==> src/rtl/sls_pkg.sv <==
package sls_pkg;
  typedef enum logic [1:0] {
    PH_IDLE   = 2'd0,
    PH_SETUP  = 2'd1,
    PH_ACTIVE = 2'd2,
    PH_HOLD   = 2'd3
  } phase_e;

  localparam logic [1:0] BW_8    = 2'd0;
  localparam logic [1:0] BW_16   = 2'd1;
  localparam logic [1:0] SZ_BYTE = 2'd0;
  localparam logic [1:0] SZ_HALF = 2'd1;
  localparam int unsigned LANES  = 4;
endpackage

==> src/rtl/sls_lane_decode.sv <==
module sls_lane_decode
  import sls_pkg::*;
(
  input  logic             clk_i,
  input  logic             rst_ni,
  input  logic [1:0]       addr_lo_i,
  input  logic [1:0]       size_i,
  input  logic [1:0]       width_i,
  output logic [LANES-1:0] mask_o
);
  always_comb begin
    unique case (width_i)
      BW_8:    mask_o = 4'b0001;
      BW_16:   mask_o = (size_i == SZ_BYTE) ? (addr_lo_i[0] ? 4'b0010 : 4'b0001) : 4'b0011;
      default: begin
        unique case (size_i)
          SZ_BYTE: mask_o = 4'b0001 << addr_lo_i;
          SZ_HALF: mask_o = addr_lo_i[1] ? 4'b1100 : 4'b0011;
          default: mask_o = 4'b1111;
        endcase
      end
    endcase
  end

  // a lane group is always 1, 2 or 4 bytes
  assert_lane_count_R4: assert property (@(posedge clk_i) disable iff (!rst_ni)
    ($countones(mask_o) == 1) || ($countones(mask_o) == 2) || ($countones(mask_o) == 4));
endmodule

==> src/rtl/sls_phase_ctrl.sv <==
module sls_phase_ctrl
  import sls_pkg::*;
#(
  parameter int unsigned SETUP_CYC  = 1,
  parameter int unsigned ACTIVE_CYC = 2,
  parameter int unsigned HOLD_CYC   = 1
) (
  input  logic   clk_i,
  input  logic   rst_ni,
  input  logic   start_i,
  output phase_e phase_o,
  output logic   done_o
);
  localparam int unsigned MAX_C = (SETUP_CYC > ACTIVE_CYC) ?
                                  ((SETUP_CYC > HOLD_CYC) ? SETUP_CYC : HOLD_CYC) :
                                  ((ACTIVE_CYC > HOLD_CYC) ? ACTIVE_CYC : HOLD_CYC);
  localparam int unsigned CNT_W = $clog2(MAX_C + 1);
  localparam logic [CNT_W-1:0] SETUP_LD  = CNT_W'(SETUP_CYC - 1);
  localparam logic [CNT_W-1:0] ACTIVE_LD = CNT_W'(ACTIVE_CYC - 1);
  localparam logic [CNT_W-1:0] HOLD_LD   = CNT_W'(HOLD_CYC - 1);

  phase_e           phase_q;
  logic [CNT_W-1:0] cnt_q;

  always_ff @(posedge clk_i or negedge rst_ni) begin
    if (!rst_ni) begin
      phase_q <= PH_IDLE;
      cnt_q   <= '0;
    end else if (phase_q == PH_IDLE) begin
      if (start_i) begin
        phase_q <= PH_SETUP;
        cnt_q   <= SETUP_LD;
      end
    end else if (cnt_q != '0) begin
      cnt_q <= cnt_q - 1'b1;
    end else begin
      unique case (phase_q)
        PH_SETUP:  begin phase_q <= PH_ACTIVE; cnt_q <= ACTIVE_LD; end
        PH_ACTIVE: begin phase_q <= PH_HOLD;   cnt_q <= HOLD_LD;   end
        default:   phase_q <= PH_IDLE;
      endcase
    end
  end

  assign phase_o = phase_q;
  assign done_o  = (phase_q == PH_HOLD) && (cnt_q == '0);

  assert_done_then_idle_R9: assert property (@(posedge clk_i) disable iff (!rst_ni)
    done_o |=> (phase_q == PH_IDLE));
  assert_setup_entry_R2: assert property (@(posedge clk_i) disable iff (!rst_ni)
    (phase_q == PH_IDLE && start_i) |=> (phase_q == PH_SETUP));
endmodule

==> src/rtl/sls_pin_drive.sv <==
module sls_pin_drive
  import sls_pkg::*;
(
  input  logic             clk_i,
  input  logic             rst_ni,
  input  phase_e           phase_i,
  input  logic             op_we_i,
  input  logic             op_mode_i,
  input  logic [LANES-1:0] op_mask_i,
  output logic             cs_no,
  output logic             oe_no,
  output logic             we_no,
  output logic [LANES-1:0] lane_no
);
  logic in_acc, pulse;

  assign in_acc = (phase_i != PH_IDLE);
  assign pulse  = (phase_i == PH_ACTIVE);

  assign cs_no = ~in_acc;
  assign oe_no = ~(in_acc && !op_we_i);
  assign we_no = ~(pulse && op_we_i && op_mode_i);

  always_comb begin
    if (!in_acc)        lane_no = '1;
    else if (op_we_i)   lane_no = pulse ? ~op_mask_i : '1;
    else if (op_mode_i) lane_no = '0;
    else                lane_no = '1;
  end

  assert_oe_needs_cs_R3: assert property (@(posedge clk_i) disable iff (!rst_ni)
    !oe_no |-> !cs_no);
  assert_we_gated_R8: assert property (@(posedge clk_i) disable iff (!rst_ni)
    !we_no |-> (op_we_i && op_mode_i && phase_i == PH_ACTIVE));
  assert_write_lanes_off_R5: assert property (@(posedge clk_i) disable iff (!rst_ni)
    (op_we_i && phase_i != PH_ACTIVE) |-> (lane_no == '1));
  assert_idle_high_R1: assert property (@(posedge clk_i) disable iff (!rst_ni)
    (phase_i == PH_IDLE) |-> (cs_no && oe_no && we_no && lane_no == '1));
endmodule

==> src/rtl/sram_lane_strobe.sv <==
module sram_lane_strobe
  import sls_pkg::*;
#(
  parameter int unsigned SETUP_CYC  = 1,
  parameter int unsigned ACTIVE_CYC = 2,
  parameter int unsigned HOLD_CYC   = 1
) (
  input  logic       clk_i,
  input  logic       rst_ni,
  input  logic       req_i,
  input  logic       we_i,
  input  logic [1:0] addr_lo_i,
  input  logic [1:0] size_i,
  input  logic [1:0] width_i,
  input  logic       mode_i,
  output logic       busy_o,
  output logic       done_o,
  output logic       cs_no,
  output logic       oe_no,
  output logic       we_no,
  output logic [3:0] lane_no
);
  phase_e           phase;
  logic             accept;
  logic [LANES-1:0] dec_mask, op_mask_q;
  logic             op_we_q, op_mode_q;

  assign accept = req_i && (phase == PH_IDLE);
  assign busy_o = (phase != PH_IDLE);

  sls_lane_decode u_dec (
    .clk_i     (clk_i),
    .rst_ni    (rst_ni),
    .addr_lo_i (addr_lo_i),
    .size_i    (size_i),
    .width_i   (width_i),
    .mask_o    (dec_mask)
  );

  sls_phase_ctrl #(
    .SETUP_CYC  (SETUP_CYC),
    .ACTIVE_CYC (ACTIVE_CYC),
    .HOLD_CYC   (HOLD_CYC)
  ) u_ctrl (
    .clk_i   (clk_i),
    .rst_ni  (rst_ni),
    .start_i (accept),
    .phase_o (phase),
    .done_o  (done_o)
  );

  // capture the request only on acceptance; later requests are ignored
  always_ff @(posedge clk_i or negedge rst_ni) begin
    if (!rst_ni) begin
      op_we_q   <= 1'b0;
      op_mode_q <= 1'b0;
      op_mask_q <= '0;
    end else if (accept) begin
      op_we_q   <= we_i;
      op_mode_q <= mode_i;
      op_mask_q <= dec_mask;
    end
  end

  sls_pin_drive u_pins (
    .clk_i     (clk_i),
    .rst_ni    (rst_ni),
    .phase_i   (phase),
    .op_we_i   (op_we_q),
    .op_mode_i (op_mode_q),
    .op_mask_i (op_mask_q),
    .cs_no     (cs_no),
    .oe_no     (oe_no),
    .we_no     (we_no),
    .lane_no   (lane_no)
  );

  assert_hold_fields_R10: assert property (@(posedge clk_i) disable iff (!rst_ni)
    (busy_o && !done_o) |=> ($stable(op_we_q) && $stable(op_mode_q) && $stable(op_mask_q)));
  assert_write_has_lane_R4: assert property (@(posedge clk_i) disable iff (!rst_ni)
    (phase == PH_ACTIVE && op_we_q) |-> (lane_no != 4'hf));
endmodule

==> config.mk <==
export PLATFORM = sky130hd
export DESIGN_NAME = sram_lane_strobe
export DESIGN_NICKNAME = d
export VERILOG_FILES = /design/src/rtl/sls_pkg.sv /design/src/rtl/sls_lane_decode.sv /design/src/rtl/sls_phase_ctrl.sv /design/src/rtl/sls_pin_drive.sv /design/src/rtl/sram_lane_strobe.sv
export SDC_FILE = /design/constraint.sdc
export NUM_CORES = 1
export LEC_CHECK = 0
export ABC_AREA = 1
export ABC_CLOCK_PERIOD_IN_PS = 2900
export BUFFER_PORTS_ARGS = -buffer_cell sky130_fd_sc_hd__buf_2
export CORE_MARGIN = 2
export CORE_UTILIZATION = 53
export CTS_CLUSTER_DIAMETER = 100
export DETAILED_ROUTE_END_ITERATION = 16
export PLACE_DENSITY = 0.9
export SLEW_MARGIN = 20
export SYNTH_ARGS = -nofsm -noshare
export SYNTH_HDL_FRONTEND = slang
export SYNTH_HIERARCHICAL = 1
export SYNTH_SLANG_ARGS = --single-unit
==> constraint.sdc <==
create_clock -name clk_i -period 2.9 [get_ports clk_i]
set_input_delay 0.58 -clock clk_i [delete_from_list [all_inputs] [get_ports clk_i]]
set_output_delay 0.58 -clock clk_i [all_outputs]
set_load 0.02 [all_outputs]
# After elaboration in Yosys (flattened, before gate mapping)

Cells that the tools add are included.

Logic and storage cells: 50
Input port bits: 11
Bits in registers: 10

Multiplexer cells: 17
Reductions and logical operators: 15
Add/sub/neg operators: 1
Shifts and indexed selects: 1
Bitwise gates (word level): 4
Equal/unequal tests: 7

Operators with widths:

| operator                                          | count |
|---|---|
| two-way mux 4 bit                                 | 6 |
| one-hot mux 4 bit (2 select lines)                | 2 |
| two-way mux 2 bit                                 | 7 |
| zero test 2 bit                                   | 4 |
| one-hot mux 2 bit (2 select lines)                | 2 |
| == test 2 x 1 -> 1 bit (second input constant)    | 3 |
| logical AND 1 bit                                 | 5 |
| == test 2 bit (second input constant)             | 2 |
| != test 2 bit (second input constant)             | 2 |
| inverter 4 bit                                    | 1 |
| AND reduction 2 bit                               | 2 |
| nonzero test 2 bit                                | 2 |
| nonzero test 4 bit                                | 1 |
| left shift 1 x 2 -> 4 bit (first input constant)  | 1 |
| inverter 1 bit                                    | 3 |
| subtractor 2 x 1 -> 2 bit (second input constant) | 1 |
| zero test 1 bit                                   | 1 |

# Logic depth before layout (Yosys ltp)

Depth after elaboration: 4
Depth in mapped cells: 7
Mapped depth without buffers: 7

# Modules after synthesis

The synthesis kept the hierarchy.

By module, submodules not included:

| module           | times used | cells an instance | area an instance (um^2) | sequential area each (um^2) |
|---|---|---|---|---|
| sls_phase_ctrl   | 1          | 37                | 280.3                   | 100.1 |
| sram_lane_strobe | 1          | 28                | 255.2                   | 150.1 |
| sls_pin_drive    | 1          | 18                | 87.6                    | 0.0 |
| sls_lane_decode  | 1          | 17                | 72.6                    | 0.0 |

# Least setup slack after synthesis

OpenSTA, ideal clock, no wires.

Path kind: register to output
Start: register u_ctrl.phase_q[1] (netlist: u_ctrl/phase_o[1])
End: output done_o
Setup slack: 1.098 ns
Data arrival time: 1.222 ns
Cell stages (with the launch flop): 3
Buffers on the path: 0
Path through: dfrtp_1 > ha_1 > nor3b_1

Cells in the longest elaborated chain, start to end: 2

RTL lines:

| element                | line                   | source |
|---|---|---|
| start, declared        | sls_phase_ctrl.sv:22   | `phase_e phase_q;` |
| start signal, assigned | sls_phase_ctrl.sv:27   | `phase_q <= PH_IDLE;` |
| start signal, assigned | sls_phase_ctrl.sv:31   | `phase_q <= PH_SETUP;` |
| start signal, assigned | sls_phase_ctrl.sv:38   | `PH_SETUP: begin phase_q <= PH_ACTIVE; cnt_q <= ACTIVE_LD; end` |
| == test 2 bit          | sls_phase_ctrl.sv:46   | `assign done_o = (phase_q == PH_HOLD) && (cnt_q == '0);` |
| logical AND 1 bit      | sls_phase_ctrl.sv:46   |  |
| end, declared          | sram_lane_strobe.sv:17 | `output logic done_o,` |

No other way between the ends.

# Worst setup path after layout

Ends and elaborated chain as after synthesis.

==> flow_summary_export.csv <==
group,metric,value,unit
run_status,status,"completed",
floorplanning,die_x,40.2,um
floorplanning,start_util,0.548,
sta,slew_violations,0,
global_routing,grt_pass1_wl,2150,um
setup_path,critical_path_required,2320,ps
cts,clockBufferDepth,2,
placed_design,place.gp.congestion,0.730,
synthesis,synth_area,696,um^2
sta,max_freq,516,MHz
drt,viasPerCell,4.91,
sta,fin_crit_sh,0.668,
hold_path,hp-class,"input pin to async pin",
synthesis,ys_seq_elements,10,
cts,clk_pin_slew,60,ps
setup_path,r2r_cells,7,
global_routing,grt_max_degree,11,
placed_design,place_hpwl,1100,um
synthesis,syn_area_per_cell,6.96,um^2
setup_path,path_buf_inv,1,
synthesis,syn_inst,100,
cts,numCtsBuffers,3,
power_and_ir_drop,power,0.000920,W
floorplanning,io_pins,20,
global_routing,grt_overflow,0,
drt,vias,672,
cts,cts_sinks,10,
floorplanning,rows,13,
setup_path,end_kind,"output port",
finish,area_delta_synth_final,19.6,%
cts,ctsHoldBuffers,0,
sta,fin_skew,1.23,ps
power_and_ir_drop,ir_worst_vdd,0.000525,V
placed_design,placed_area,810,um^2
setup_path,cp_top_family,"flip-flops",
sta,final.setup.tns,0,ps
finish,layout.nets,139,
floorplanning,fp.dieArea,1620,um^2
drt,postRouteAntennaNets,0,
setup_path,slowest_delay,550,ps
finish,antenna_cells,0,
sta,hold_slack,169,ps
global_routing,antenna_found_initial,0,
finish,fin_area,832,um^2
setup_path,rrSetupSlack,1450,ps
drt,drtIter0Drc,12,
drt,routedWlPerCell,9.71,um
setup_path,cp_slowest_cell,"dfrtp_1",
floorplanning,core-area,1270,um^2
floorplanning,die_y,40.2,um
power_and_ir_drop,leakagePower,0.495,nW
drt,drc,0,
setup_path,worstPathMaxFanout,10,
setup_path,critPathLaunchType,"register",
power_and_ir_drop,powerDensity,1110,nW/um^2
finish,drive_gt1_frac,0.246,
sta,final-hold-violation-count,0,
cts,post_cts_buffers,0,
synthesis,ys_warn_count,6,
global_routing,track_usage,0.199,
cts,cts_root_buf,"clkbuf_4",
synthesis,synth_fp_nets,115,
sta,worst_pin_slew,355,ps
cts,htree_levels,1,
sta,min_period,1940,ps
cts,cts_tree,"built",
synthesis,ys_seq_area_frac,0.360,
drt,dr.pass1.iters,4,
sta,relSlewSlack,0.763,
setup_path,cp.arrival,1360,ps
setup_path,crit_type,"register to output port",
setup_path,reg2reg_to,"u_ctrl/cnt_q[1]",
cts,cts_resized,0,
cts,clk_latency,260,ps
global_routing,grt_pass1_vias,577,
sta,setup_viol,0,
setup_path,worstSetupPathDepth,3,
synthesis,yosysUniqueCellTypes,17,
setup_path,rr_startpoint,"u_ctrl/phase_o[1]",
drt,wl,1330,um
placed_design,io_buffers,19,
setup_path,crit_chain,"ha_1 > nor3b_1 > buf_2",
flow_run,drv_cap,0,
sta,rsz0062_at_grt,"false",
## logic make-up after synthesis
kind of cell | synth area share
buffers and inverters | 0.0863
AND/OR/NAND/NOR | 0.441
flip-flops | 0.360
AO/OA/AOI/OAI | 0.0414
adder cells (fa/ha/maj) | 0.0719
## cell usage after synthesis
cell type	count	area [um^2]
nand2_1	35	131
inv_1	16	60.1
nand3_1	15	75.1
dfrtp_1	10	250
ha_1	4	50.1
nor2_1	4	15.0
nor2_2	3	18.8
a21oi_1	2	10.0
nor2_4	2	22.5
or2_1	2	12.5
nand2_2	1	6.26
nand2_4	1	11.3
nand4_1	1	6.26
nor3b_1	1	7.51
o21ai_0	1	5.00
o21ai_1	1	5.00
o21ai_2	1	8.76
## registers in the layout (all words and copies together) (netlist names)
signal          cells
op_mask_q           4
op_mode_q           1
op_we_q             1
u_ctrl/cnt_q        2
u_ctrl/phase_o      2
## placed cells by master, fill, tap and decap left out
cell,instances
nor2_1,4
o21ai_1,1
ha_1,4
o21ai_0,1
clkbuf_4,3
dfrtp_1,10
nand2_2,1
nand4_1,1
buf_2,19
inv_1,16
or2_1,2
nor3b_1,1
a21oi_1,2
nand3_1,15
nor2_4,2
o21ai_2,1
nand2_1,35
nor2_2,3
nand2_4,1
## per-layer routing
metal | up-vias | wire length (um) | global-route usage
li1 | 354 | - | -
met1 | 295 | 567 | 0.227
met2 | 21 | 679 | 0.355
met3 | 2 | 67 | 0.0333
met4 | 0 | 16 | 0.100
met5 | - | 0 | 0
## report_power, final
part	internal [W]	total, W	switching [W]
clock network	0.0000477	0.0000910	0.0000432
registers	0.000201	0.000278	0.0000780
logic	0.000198	0.000551	0.000352
## metrics by stage
| stage | instances | util | setup WS [ps] |
|---|---|---|---|
| after floorplan | 100 | - | 1100 |
| after global placement | 134 | 0.638 | 1270 |
| after detailed placement | 134 | 0.638 | 1240 |
| after CTS | 137 | 0.656 | 956 |
| after global routing | 137 | 0.656 | 805 |
| final | 137 | 0.656 | 963 |
## worst register-to-register path, stage by stage, from the launching register on
cell and delay [ps]:
dfrtp_1 550, inv_1 140, ha_1 320, inv_1 40
nand3_1 90, nand2_1 70, nand2_1 60, nand2_1 50
## layout make-up
class / count / area [um^2]
fillers: 113 / 437
multi-input cells: 74 / 385
flip-flops and latches: 10 / 250
repair buffers: 19 / 95.1
inverters: 16 / 60.1
clock buffers: 3 / 22.5
well taps: 15 / 18.8
## worst max-delay path by stage
stage	startpoint	to	slack [ps]
floorplan	u_ctrl/phase_o[1]	done_o	1100
global placement	u_ctrl/phase_o[1]	done_o	1270
detailed placement	u_ctrl/phase_o[1]	done_o	1240
CTS	u_ctrl/phase_o[1]	done_o	960
global route	u_ctrl/phase_o[1]	done_o	800
finish	u_ctrl/phase_o[1]	done_o	960
Note: power is estimated with default switching activity, not from simulation.
